`src/rtl/misalign_pkg.sv`:
```
package misalign_pkg;

  typedef enum logic [1:0] {
    SZ_BYTE = 2'd0,
    SZ_HALF = 2'd1,
    SZ_WORD = 2'd2,
    SZ_RSVD = 2'd3
  } accSize_e;

  localparam int CAUSE_W   = 5;
  localparam int CAUSE_LSB = 2;
  localparam int CTRL_W    = 32;
  localparam int CLASS_W   = 3;
  localparam int NUM_CLASS = 1 << CLASS_W;

  localparam logic [CAUSE_W-1:0] CAUSE_NONE = 5'd0;
  localparam logic [CAUSE_W-1:0] CAUSE_DATA = 5'd1;
  localparam logic [CAUSE_W-1:0] CAUSE_DEST = 5'd2;

  // Strobes from control to datapath
  typedef struct packed {
    logic fire;
    logic takeData;
    logic takeDest;
  } excStrobe_t;

endpackage

```
`src/rtl/misalign_ctrl.sv`:
```
module misalign_ctrl
  import misalign_pkg::*;
#(
  parameter logic [NUM_CLASS-1:0] CLASS_MASK = 8'h3F
) (
  input  logic               memValid,
  input  logic [1:0]         memSize,
  input  logic [1:0]         memLow,
  input  logic               xferValid,
  input  logic [CLASS_W-1:0] xferClass,
  input  logic [1:0]         xferLow,
  output excStrobe_t         strobe
);

  logic                 dataMis;
  logic                 destMis;
  logic [NUM_CLASS-1:0] classHit;
  logic                 classChecked;

  // Data alignment by access size
  always_comb begin
    unique case (accSize_e'(memSize))
      SZ_BYTE: dataMis = 1'b0;
      SZ_HALF: dataMis = memLow[0];
      default: dataMis = |memLow;
    endcase
  end

  // Per-class enable built from the mask
  for (genvar c = 0; c < NUM_CLASS; c++) begin : g_cls
    assign classHit[c] = CLASS_MASK[c] && (xferClass == CLASS_W'(c));
  end
  assign classChecked = |classHit;

  assign destMis = classChecked && (|xferLow);

  // Data path has priority
  always_comb begin
    strobe          = '0;
    strobe.takeData = memValid && dataMis;
    strobe.takeDest = xferValid && destMis && !strobe.takeData;
    strobe.fire     = strobe.takeData || strobe.takeDest;
  end

endmodule

```
`src/rtl/misalign_dp.sv`:
```
module misalign_dp
  import misalign_pkg::*;
#(
  parameter int ADDR_W     = 32,
  parameter bit CAPTURE_EN = 1'b1
) (
  input  logic               clk,
  input  logic               rst,
  input  excStrobe_t         strobe,
  input  logic [ADDR_W-1:0]  memAddr,
  input  logic [ADDR_W-1:0]  xferTarget,
  output logic               excPulse,
  output logic [CAUSE_W-1:0] cause,
  output logic [ADDR_W-1:0]  badAddr
);

  always_ff @(posedge clk) begin
    if (rst) excPulse <= 1'b0;
    else     excPulse <= strobe.fire;
  end

  if (CAPTURE_EN) begin : g_cap
    logic [ADDR_W-1:0]  nextAddr;
    logic [CAUSE_W-1:0] nextCause;

    always_comb begin
      nextAddr  = strobe.takeData ? memAddr : xferTarget;
      nextCause = strobe.takeData ? CAUSE_DATA : CAUSE_DEST;
    end

    always_ff @(posedge clk) begin
      if (rst) begin
        cause   <= CAUSE_NONE;
        badAddr <= '0;
      end else if (strobe.fire) begin
        cause   <= nextCause;
        badAddr <= nextAddr;
      end
    end
  end else begin : g_nocap
    assign cause   = CAUSE_NONE;
    assign badAddr = '0;
  end

endmodule

```
`src/rtl/misalign_detect.sv`:
```
module misalign_detect
  import misalign_pkg::*;
#(
  parameter int ADDR_W     = 32,
  parameter bit CAPTURE_EN = 1'b1
) (
  input  logic               clk,
  input  logic               rst,
  input  logic               memValid,
  input  logic [1:0]         memSize,
  input  logic [ADDR_W-1:0]  memAddr,
  input  logic               xferValid,
  input  logic [CLASS_W-1:0] xferClass,
  input  logic [ADDR_W-1:0]  xferTarget,
  output logic               excPulse,
  output logic [CTRL_W-1:0]  ctrlReg,
  output logic [ADDR_W-1:0]  badAddr
);

  localparam int CAUSE_MSB = CAUSE_LSB + CAUSE_W - 1;

  excStrobe_t         strobe;
  logic [CAUSE_W-1:0] causeQ;

  misalign_ctrl #(
    .CLASS_MASK(8'h3F)
  ) u_ctrl (
    .memValid (memValid),
    .memSize  (memSize),
    .memLow   (memAddr[1:0]),
    .xferValid(xferValid),
    .xferClass(xferClass),
    .xferLow  (xferTarget[1:0]),
    .strobe   (strobe)
  );

  misalign_dp #(
    .ADDR_W    (ADDR_W),
    .CAPTURE_EN(CAPTURE_EN)
  ) u_dp (
    .clk       (clk),
    .rst       (rst),
    .strobe    (strobe),
    .memAddr   (memAddr),
    .xferTarget(xferTarget),
    .excPulse  (excPulse),
    .cause     (causeQ),
    .badAddr   (badAddr)
  );

  always_comb begin
    ctrlReg                      = '0;
    ctrlReg[CAUSE_MSB:CAUSE_LSB] = causeQ;
  end

endmodule

```
`config.mk`:
```
export PLATFORM = sky130hd
export DESIGN_NAME = misalign_detect
export DESIGN_NICKNAME = d
export VERILOG_FILES = /design/src/rtl/misalign_pkg.sv /design/src/rtl/misalign_ctrl.sv /design/src/rtl/misalign_dp.sv /design/src/rtl/misalign_detect.sv
export SDC_FILE = /design/constraint.sdc
export NUM_CORES = 1
export LEC_CHECK = 0
export BUFFER_PORTS_ARGS = -buffer_cell sky130_fd_sc_hd__buf_4
export CAP_MARGIN = 10
export CORE_AREA = 2 2 78 87
export DETAILED_ROUTE_END_ITERATION = 8
export DIE_AREA = 0 0 80 89
export PLACE_DENSITY = 0.77
export SLEW_MARGIN = 20
export SYNTH_ARGS = -nofsm -noshare
export SYNTH_HDL_FRONTEND = slang
export SYNTH_SLANG_ARGS = --single-unit
```
`constraint.sdc`:
```
create_clock -name clk -period 1 [get_ports clk]
set_input_delay 0 -clock clk [delete_from_list [all_inputs] [get_ports clk]]
set_output_delay 0 -clock clk [all_outputs]
set_load 0.01 [all_outputs]
```
**Yosys cells after proc, flatten, opt, wreduce, memory -nomap -nowiden**

Cells that the tools add are included.

- Register bits: 38
- Logic and storage cells: 23

- Reduce and logical (&&, ||, !) cells: 11
- Multiplexer cells: 3
- Equality and inequality tests: 6

Operators by type and width:

| cell | count |
|---|---|
| $mux W32 | 1 |
| $eq A3 B2 Y1 const B | 2 |
| $eq A3 B3 Y1 const B | 2 |
| $reduce_or A6 Y1 | 1 |
| $logic_and A1 B1 Y1 | 4 |
| $reduce_or A2 Y1 | 2 |
| $eq A3 B1 Y1 const B | 1 |
| $logic_not A3 Y1 | 1 |
| $eq A2 B1 Y1 const B | 1 |
| $logic_not A2 Y1 | 1 |
| $mux W2 | 1 |
| $pmux W1 S2 | 1 |
| $logic_not A1 Y1 | 1 |
| $logic_or A1 B1 Y1 | 1 |

**Longest topological paths before layout**

Gate-level depths: netlist (run 1).

- Word-level depth: 6
- Gate-level depth with buffers: 5
- Gate-level depth less buffers: 3

**Cells and area by module**

Synthesis (run 1) repeated with hierarchy kept, for this count alone.

- Cells, all modules: 191
- Area total of the unflattened synthesis: 1816.7 µm²

Modules (own cells, without submodules):

| module | times used | cells an instance | area each (µm²) |
|---|---|---|---|
| misalign_dp | 1 | 156 | 1565.3 |
| misalign_detect | 1 | 28 | 206.4 |
| misalign_ctrl | 1 | 7 | 45.0 |

**Least setup slack after synthesis (run 1)**

No wires, ideal clock.

- Kind: input to register
- Start: input port memSize[1]
- End: register u_dp.badAddr[15]
- Setup time: 147 ps
- Path slack: 92 ps
- Stages on the path: 5
- Arrival time: 762 ps
- Path buffers: 2
- Cell sequence: o211ai_2 and2_1 buf_2 buf_6 a311oi_2

- Longest elaborated chain between the ends: 6
- Elaborated cells between the ends (all ways): 8

Ends and longest elaborated chain:

| element | line | source |
|---|---|---|
| start, declared | misalign_detect.sv:10 | `input logic [1:0] memSize,` |
| $eq A2 B1 Y1 / $logic_not A2 Y1 (equally long branches) | misalign_ctrl.sv:22 | `unique case (accSize_e'(memSize))` |
| $pmux W1 S2 (*) | misalign_ctrl.sv:22 |  |
| $logic_and A1 B1 Y1 (*) | misalign_ctrl.sv:40 | `strobe.takeData = memValid && dataMis;` |
| $logic_not A1 Y1 | misalign_ctrl.sv:41 | `strobe.takeDest = xferValid && destMis && !strobe.takeData;` |
| $logic_and A1 B1 Y1 | misalign_ctrl.sv:41 |  |
| $logic_or A1 B1 Y1 | misalign_ctrl.sv:42 | `strobe.fire = strobe.takeData \|\| strobe.takeDest;` |
| end signal, assigned | misalign_dp.sv:37 | `badAddr <= nextAddr;` |
| end, declared | misalign_dp.sv:14 | `output logic [ADDR_W-1:0] badAddr` |

Every way passes the cells marked *; elsewhere a longest branch is shown, timed or not.
A chain may end at the register's enable or synchronous reset.

==> results of run 1 <==
cell type report:
type | instances | area, um^2 | share of cell area
clock buffer | 6 | 72.6 | 0.0237
clock inverter | 1 | 30.0 | 0.00982
inverter | 2 | 7.51 | 0.00246
multi-input combinational | 172 | 1140 | 0.374
sequential | 35 | 701 | 0.229
tap | 80 | 100 | 0.0327
timing repair buffer | 117 | 1000 | 0.328
power by group through the flow:
stage / Clock [W] / Sequential, W / Combinational, W
final: 0.00122 / 0.00159 / 0.00116
after global routing: 0.00134 / 0.00160 / 0.00125
after CTS: 0.00126 / 0.00159 / 0.00117
after detailed placement: 0 / 0.00162 / 0.00116
after global placement: 0 / 0.00162 / 0.00114
after floorplan: 0 / 0.00167 / 0.000606
worst paths after layout:
kind / from / end / cells past startpoint
worst min register to register: u_dp.cause[0] / u_dp.cause[0] / 2
worst max register to register: u_dp.badAddr[12] / u_dp.badAddr[12] / 2
worst max-delay path: u_dp.badAddr[12] / u_dp.badAddr[12] / 2
worst min-delay path: xferTarget[0] / u_dp.badAddr[0] / 3
routing by layer:
layer	part of all wire	vias up	global-route usage	wire (um)
met2	0.51	114	0.299	3130
li1	-	1014	-	-
met4	0.017	0	0.0462	105
met5	0	-	0	0
met1	0.39	1000	0.208	2390
met3	0.090	12	0.0444	556
metrics by stage:
step	util	instance area, um^2	TNS [ns]	total power, W
finish	0.497	3060	0	0.00397
global route	0.497	3060	0	0.00420
CTS	0.497	3060	0	0.00402
detailed placement	0.480	2950	-0.765	0.00279
global placement	0.480	2950	-0.0717	0.00276
floorplan	-	2220	0	0.00228
cells in the final DEF, fill, tap and decap left out, types with 2 or more instances in the layout:
cell type | synthesis | routed
nand3_1 | 30 | 30
a21oi_1 | 33 | 33
a311oi_2 | 27 | 27
nand2_1 | 4 | 4
clkbuf_8 | 0 | 5
buf_4 | 31 | 107
dfxtp_1 | 35 | 35
conb_1 | 1 | 30
inv_1 | 2 | 2
buf_12 | 0 | 10
o21ai_0 | 33 | 33
a311oi_1 | 4 | 4
synth_stat cells:
library cell / instances / share of area
clkbuf_2: 3 / 0.0071
a311oi_2: 27 / 0.19
a31oi_1: 1 / 0.0030
clkbuf_1: 8 / 0.014
nor3_1: 1 / 0.0024
or2_2: 1 / 0.0030
o21ai_0: 33 / 0.078
nand2_1: 4 / 0.0071
conb_1: 1 / 0.0018
dfxtp_1: 35 / 0.33
a311oi_1: 4 / 0.017
nor2_1: 2 / 0.0036
and2_1: 1 / 0.0030
a21boi_4: 1 / 0.0089
o21bai_1: 1 / 0.0036
buf_6: 3 / 0.016
nand3_2: 1 / 0.0047
a21bo_2: 1 / 0.0047
o211ai_2: 1 / 0.0059
nand3_1: 30 / 0.071
buf_4: 31 / 0.11
a21oi_1: 33 / 0.078
buf_2: 11 / 0.026
inv_1: 2 / 0.0036
buf_1: 1 / 0.0018
tightest hold or removal path, stage by stage:
cell     delay [ns]
buf_4          0.13
nand2_1        0.05
a31oi_1        0.07
kinds of logic (layout without fill, tap and decap cells):
group                  count (synthesis)  count (layout)  synth area share
AOI/OAI and AO/OA                    102             102             0.392
buffers and inverters                 59             126             0.179
DFF                                   35              35             0.332
other                                  1              30           0.00178
and+or+nand+nor                       40              40            0.0950
flip-flops by register name, indices dropped and copies added (netlist names):
| name | count |
|---|---|
| u_dp.excPulse | 1 |
| u_dp.badAddr | 32 |
| u_dp.cause | 2 |
==> results by stage, run 1 <==
Status:
- The run finished with clean final reports.

Clock tree:
- The post-CTS setup buffer count is 0.
- The clock tree synthesis step divided the H-tree into 2 levels.
- The number of buffers created by CTS is 5.
- The clock passes through at most 2 buffers.
- The number of hold buffers added after cts is 0.
- The TritonCTS sink count is 35.
- TritonCTS built the clock tree.
- The clock input transition at the sequential cells of the worst setup and hold paths is 0.07 ns.
- The cell sitting at the root of the clock tree is a clkbuf_8.
- Post-CTS repair changed the size of 0 cells.
- The clock latency on the worst-skew pair is 0.28 ns.

Pwr:
- In this run the static leakage power is 1.30 nW.
- The internal power component is 0.00286 W.
- The switching power is about 0.0011 W.
- Of the total power, combinational logic draws 0.292.
- The proportion of power drawn by the clock network is 0.307.
- The sequential share of power is 0.401.
- The worst-case vdd ir drop is between 0.0007 and 0.0008 V.
- The power density of the placed cells is between 1000 and 1500 nW/um^2.
- Of the total power, the share spent switching nets is 0.280.

Setup path:
- The highest net fanout along the worst path is 2.
- The worst setup path is captured at a register.
- The critical path is of the register to register type.
- The cell class contributing the biggest share of worst-path delay is compound AO/OA/AOI/OAI gates.
- The worst setup path is launched from a register.
- The arrival time reported for the critical path endpoint is just under 1 ns.
- On the worst path, the slowest cell contributes a delay of 0.33 ns.
- The slowest cell on the critical path is dfxtp_1.
- In this run the register-to-register setup slack is around 0.21 ns.
- Traced cell by cell, the critical path runs through o21ai_0 -> a311oi_1.
- The number of buffers and inverters on the critical path is 0.
- For the worst setup path, the data required time is between 1 and 1.5 ns.

Drt:
- The DRC marker count from the first detailed-route iteration is 113.
- The number of nets still failing antenna checks after routing is 0.
- The total DRC errors in the routed layout is 0.
- After detailed routing, the average wire length per cell comes to 15.0 um.
- The total routed wirelength is between 6 and 7 mm.
- The detailed-route via count is roughly 2,100.
- The detail-routed via count per cell is just over 5.
- The first detailed-routing pass ran for 4 iterations.

Placement:
- The number of placed instances, taps included, is between 400 and 500.
- Once detailed placement completed, the half-perimeter wirelength came to 4.46 mm.
- At the placement stage, the worst setup path has a slack of -0.0469 ns.
- The final RePlAce weighted congestion is 0.747.
- During placement, the flow inserted port buffers numbering about 110.

Die:
- The floorplan step set the die width to 80 um.
- The initial core utilization is 0.342.
- The floorplan die area is between 7000 and 8000 um^2.
- The number of ports placed on the die boundary is about 140.
- The floorplan row count is 30.
- The die height is 89 um.
- The floorplan step defined a core boundary enclosing 6160 um^2.

Global route:
- The initial antenna violation count is 0.
- The first global-routing pass estimated 9.54 mm of wire.
- The overall global routing resource usage is 0.171.
- The via count of the first global-routing pass is 1,999.
- The largest net degree at the start of global routing is 35.
- The total overflow left after global routing is 0.

Synth:
- After technology mapping, the gate count stands at 237.
- Dividing the synthesized area by the synthesized cell count gives 8.90 um^2.
- After synthesis, the netlist uses 25 different library cells.
- The number of storage elements in the synthesis netlist is 35.
- After synthesis the cells add up to 2110 um^2.
- The share of the yosys chip area belonging to registers is 0.332.
- The number of warnings printed during yosys synthesis is 0.

Min path:
- The worst hold path belongs to the class input port to register.

Cells and area:
- After the flow finishes, the layout carries non-filler instances totaling 413.
- After the last flow step, the layout net total stands at 406.
- Compared with the post-synthesis result, the final layout area differs by 45.0%.
- In the final layout, the share of cells above drive strength 1 is 0.471.
- The count of fill cells added during filler insertion is between 600 and 700.
- The number of antenna diodes is 0.

Timing:
- Timing would allow up to approximately 1300 MHz.
- Between clock sinks in the finished design, the worst skew comes to 0 ns.
- The smallest setup slack after layout is 0.212 ns.
- The number of max-slew violations in the final report was 0.
- Setup repair after global routing left no endpoint under its margin.
- The share of the clock period used by the worst path is 0.788.
- The tightest hold path in the finished design has a slack of 0.0158 ns.
- The minimum clock period is 0.788 ns.
- The final-report setup violation count is 0.
- The final number of hold-violating endpoints is 0.

Run:
- Across the run, the number of max-cap violations was 0.
(Power assumes the default switching activity.)
==> run 2: changes to the inputs <==
==> constraint.sdc (replaced) <==
create_clock -name clk -period 0.8 [get_ports clk]
set_input_delay 0 -clock clk [delete_from_list [all_inputs] [get_ports clk]]
set_output_delay 0 -clock clk [all_outputs]
set_load 0.01 [all_outputs]
==> run 2 against run 1 <==
  * Hold slack lost 0.013 ns
  * Flip-flop and latch count is the same
  * Non-clock buffer count grew 13
  * Utilization grew 5.0 points
  * Design area grew 10%
  * Sequential share of layout area shrank 1.5 points
  * Sequential power grew 26%
  * First-iteration DRC count grew 5.3%
  * Critical endpoint is now u_dp.badAddr[13]
  * Global-route usage grew 1.3 points
  * Die area is the same
  * Via count grew 2.4%
  * Combinational power grew 40%
==> results by stage, run 2 (synthesis gave the netlist of run 1 again) <==
Status:
- Run status: completed (unchanged).

Cells and area:
- Largest registers in the final layout: u_dp.badAddr (32), u_dp.cause (2), u_dp.excPulse (1) (unchanged).
- The fraction of the core area covered by cells at the end of the flow is 0.547 (was 0.497).
- The final-stage net count was 419 (was 406).
- The final design area excluding fillers is 3370 um^2 (was 3060 um^2).
- The most common library cell in the layout ignoring fill and taps is buf_4 (unchanged).
- The top register by number of flip-flops was u_dp.badAddr (unchanged).
- The number of flip-flops in the largest register is 32 (unchanged).
- The synthesis-to-layout area growth is 59.6% (was 45.0%).
- The share of layout cells above drive strength 1 came to 0.625 (was 0.471).
- The number of antenna diodes is 0 (unchanged).
- The final cell count without fillers is 427 (was 413).
- Most used cells in the layout excluding fill and tap cells: 116 x buf_4, 32 x a21oi_1, 30 x conb_1 (was 107 x buf_4, 35 x dfxtp_1, 33 x o21ai_0, 33 x a21oi_1).

Setup path:
- The maximum cell stage delay along the critical path is 0.54 ns (was 0.33 ns).
- The endpoint required time on the critical path came to 0.99 ns (was 1.18 ns).
- The cell class contributing the biggest share of worst-path delay is buffers and inverters (was compound AO/OA/AOI/OAI gates).
- The critical path class is input port to register (was register to register).
- The highest net fanout along the worst path is 1 (was 2).
- The capturing element type of the critical path is a register (unchanged).
- The startpoint of the lowest-slack register-to-register path is u_dp.badAddr[14] (was u_dp.badAddr[12]).
- The reg-to-reg critical path endpoint was u_dp.badAddr[14] (was u_dp.badAddr[12]).
- The arrival time reported for the critical path endpoint is 0.98 ns (was 0.97 ns).
- The number of buffers and inverters on the critical path is 2 (was 0).
- The category of the worst setup path launch point is an input port (was register).
- The slowest cell on the critical path is dlygate4sd3_1 (was dfxtp_1).
- The cell depth of the worst flop-to-flop path is 2 (unchanged).
- Chain of cells forming the critical path: dlygate4sd3_1 -> buf_4 -> nand3_1 -> a311oi_1 (was o21ai_0 -> a311oi_1).
- The worst-case register-to-register setup slack is 0.03 ns (was 0.21 ns).
- The launch point of the worst path is xferTarget[13] (was u_dp.badAddr[12]).

Timing:
- The minimum clock period is approximately 0.79 ns.
- The setup skew after layout is 0 ns (unchanged).
- Based on the critical path, the design can be clocked at up to 1260 MHz.
- The final-report setup violation count is 0 (unchanged).
- The number of max-slew violations in the final report came to 0 (unchanged).
- The final number of hold-violating endpoints was 0 (unchanged).
- The summed negative setup slack over all endpoints is 0 ns (unchanged).
- Setup repair after global routing missed its margin: true (was false).
- The share of the clock period used by the worst path is 0.989.

Die:
- The die span in x was 80 um (unchanged).
- The die height is 89 um (unchanged).
- The placeable core area is 6160 um^2 (unchanged).
- The floorplan die area is 7120 um^2 (unchanged).
- The floorplan row count is 30 (unchanged).
- The initial core utilization is 0.342 (unchanged).
- The number of ports placed on the die boundary was 138 (unchanged).

Min path:
- The terminating pin of the worst hold path is u_dp.badAddr[12] (was u_dp.badAddr[0]).
- The number of cells on the worst hold path is 3 (unchanged).
- The start point of the worst hold path is xferTarget[12] (was xferTarget[0]).
- The worst min-delay path class is input port to register (unchanged).

Global route:
- The initial antenna violation count is 0 (unchanged).
- The total grt overflow came to 0 (unchanged).
- The wire length of the first global-routing pass is 10.4 mm (was 9.54 mm).
- The via count of the first global-routing pass came to 2,121 (was 1,999).
- The overall global routing resource usage came to 0.184 (was 0.171).
- The largest net degree at the start of global routing was 33 (was 35).

Clock tree:
- The maximum buffer depth of the clock tree came to 2 (unchanged).
- The TritonCTS sink count is 35 (unchanged).
- The number of buffers created by CTS is 5 (unchanged).
- The clock input transition at the sequential cells of the worst setup and hold paths was 0.08 ns (was 0.07 ns).
- The TritonCTS clock tree is yes (unchanged).
- The root buffer selected by CTS was clkbuf_8 (unchanged).
- The post-CTS setup buffer count is 0 (unchanged).
- The number of levels the H-tree was split into was 2 (unchanged).
- The clock latency on the worst-skew pair is 0.29 ns (was 0.28 ns).

Drt:
- The number of nets still failing antenna checks after routing is 0 (unchanged).
- The detailed-route via count was 2,192 (was 2,140).
- The detail-routed via count per cell is 5.13 (was 5.18).
- The total DRC errors in the routed layout is 0 (unchanged).
- The DRC marker count from the first detailed-route iteration is 119 (was 113).
- The first-pass detailed-route iteration total is 4 (unchanged).
- The total routed wirelength is 6.58 mm (was 6.19 mm).
- The wire length per cell was 15.4 um (was 15.0 um).

Run:
- The max-cap violation count was 0 (unchanged).

Placement:
- The placed standard-cell area was 3210 um^2 (was 2950 um^2).
- The total placed cells including tap cells is 417 (was 406).
- The HPWL after detailed placement is 4.86 mm (was 4.46 mm).
- The count of input and output buffers is 106 (unchanged).
- The final RePlAce weighted congestion is 0.726 (was 0.747).

Pwr:
- The leakage power figure came to 1.41 nW (was 1.30 nW).
- The power density of the placed cells is 1500 nW/um^2 (was 1300 nW/um^2).
- The worst-case vdd ir drop is 0.000739 V (was 0.000791 V).
==> run 2: cell types whose count changed in the layout (fill, tap and decap cells not counted), sizes merged <==
cell | before | now
dlygate4sd3 | 0 | 2
clkinv | 0 | 1
clkinvlp | 0 | 1
buf | 117 | 128
bufinv | 1 | 0
==> run 2: worst reg2reg max path: cells and delay by family (launching register included) <==
| kind | cells | cell delay, ns |
|---|---|---|
| AO/OA/AOI/OAI | 2 | 0.35 |
| flip-flops | 1 | 0.35 |
==> run 2: layout make-up <==
type / instances / area [um^2]
repair buffers: 130 / 1130
clock inverters: 2 / 16.3
fillers: 560 / 2790
well taps: 80 / 100
inverters: 2 / 7.51
multi-input cells: 172 / 1310
clock buffers: 6 / 82.6
flip-flops and latches: 35 / 719
==> run 2: what timing repair did <==
action                                 CTS  global route
setup endpoints to repair                4            21
gates resized for setup                  4            32
pin swaps                                1            10
hold buffers                             1             1
endpoints found under the hold margin    1             1
==> run 2: per-stage QoR <==
step                power, W  worst slack (ns)  hold WS [ns]
floorplan            0.00295           -0.0294         0.151
global placement     0.00358            -0.190         0.295
detailed placement   0.00362            -0.243         0.308
CTS                  0.00503          0.000802       0.00378
global route         0.00527           -0.0310       0.00144
finish               0.00504           0.00884       0.00301
==> run 2: per-layer routing <==
| metal | vias up | share of wire | GRT usage |
|---|---|---|---|
| li1 | 1049 | - | - |
| met1 | 1042 | 0.41 | 0.225 |
| met4 | 0 | 0.013 | 0.0524 |
| met5 | - | 0 | 0 |
| met2 | 91 | 0.51 | 0.324 |
| met3 | 10 | 0.067 | 0.0424 |
==> run 2: how the worst max path moves through the flow <==
stage,endpoint,cells after the start
after CTS,u_dp.badAddr[18],2
after global placement,u_dp.badAddr[7],5
after detailed placement,u_dp.badAddr[21],5
after floorplan,u_dp.badAddr[10],5
final,u_dp.badAddr[13],4
after global routing,u_dp.badAddr[13],4
==> run 2: power by group <==
part	switching [W]	total (W)	internal (W)
Sequential	0.0000911	0.00201	0.00192
Clock	0.000709	0.00141	0.000704
Combinational	0.000776	0.00162	0.000842
Total	0.00158	0.00504	0.00347
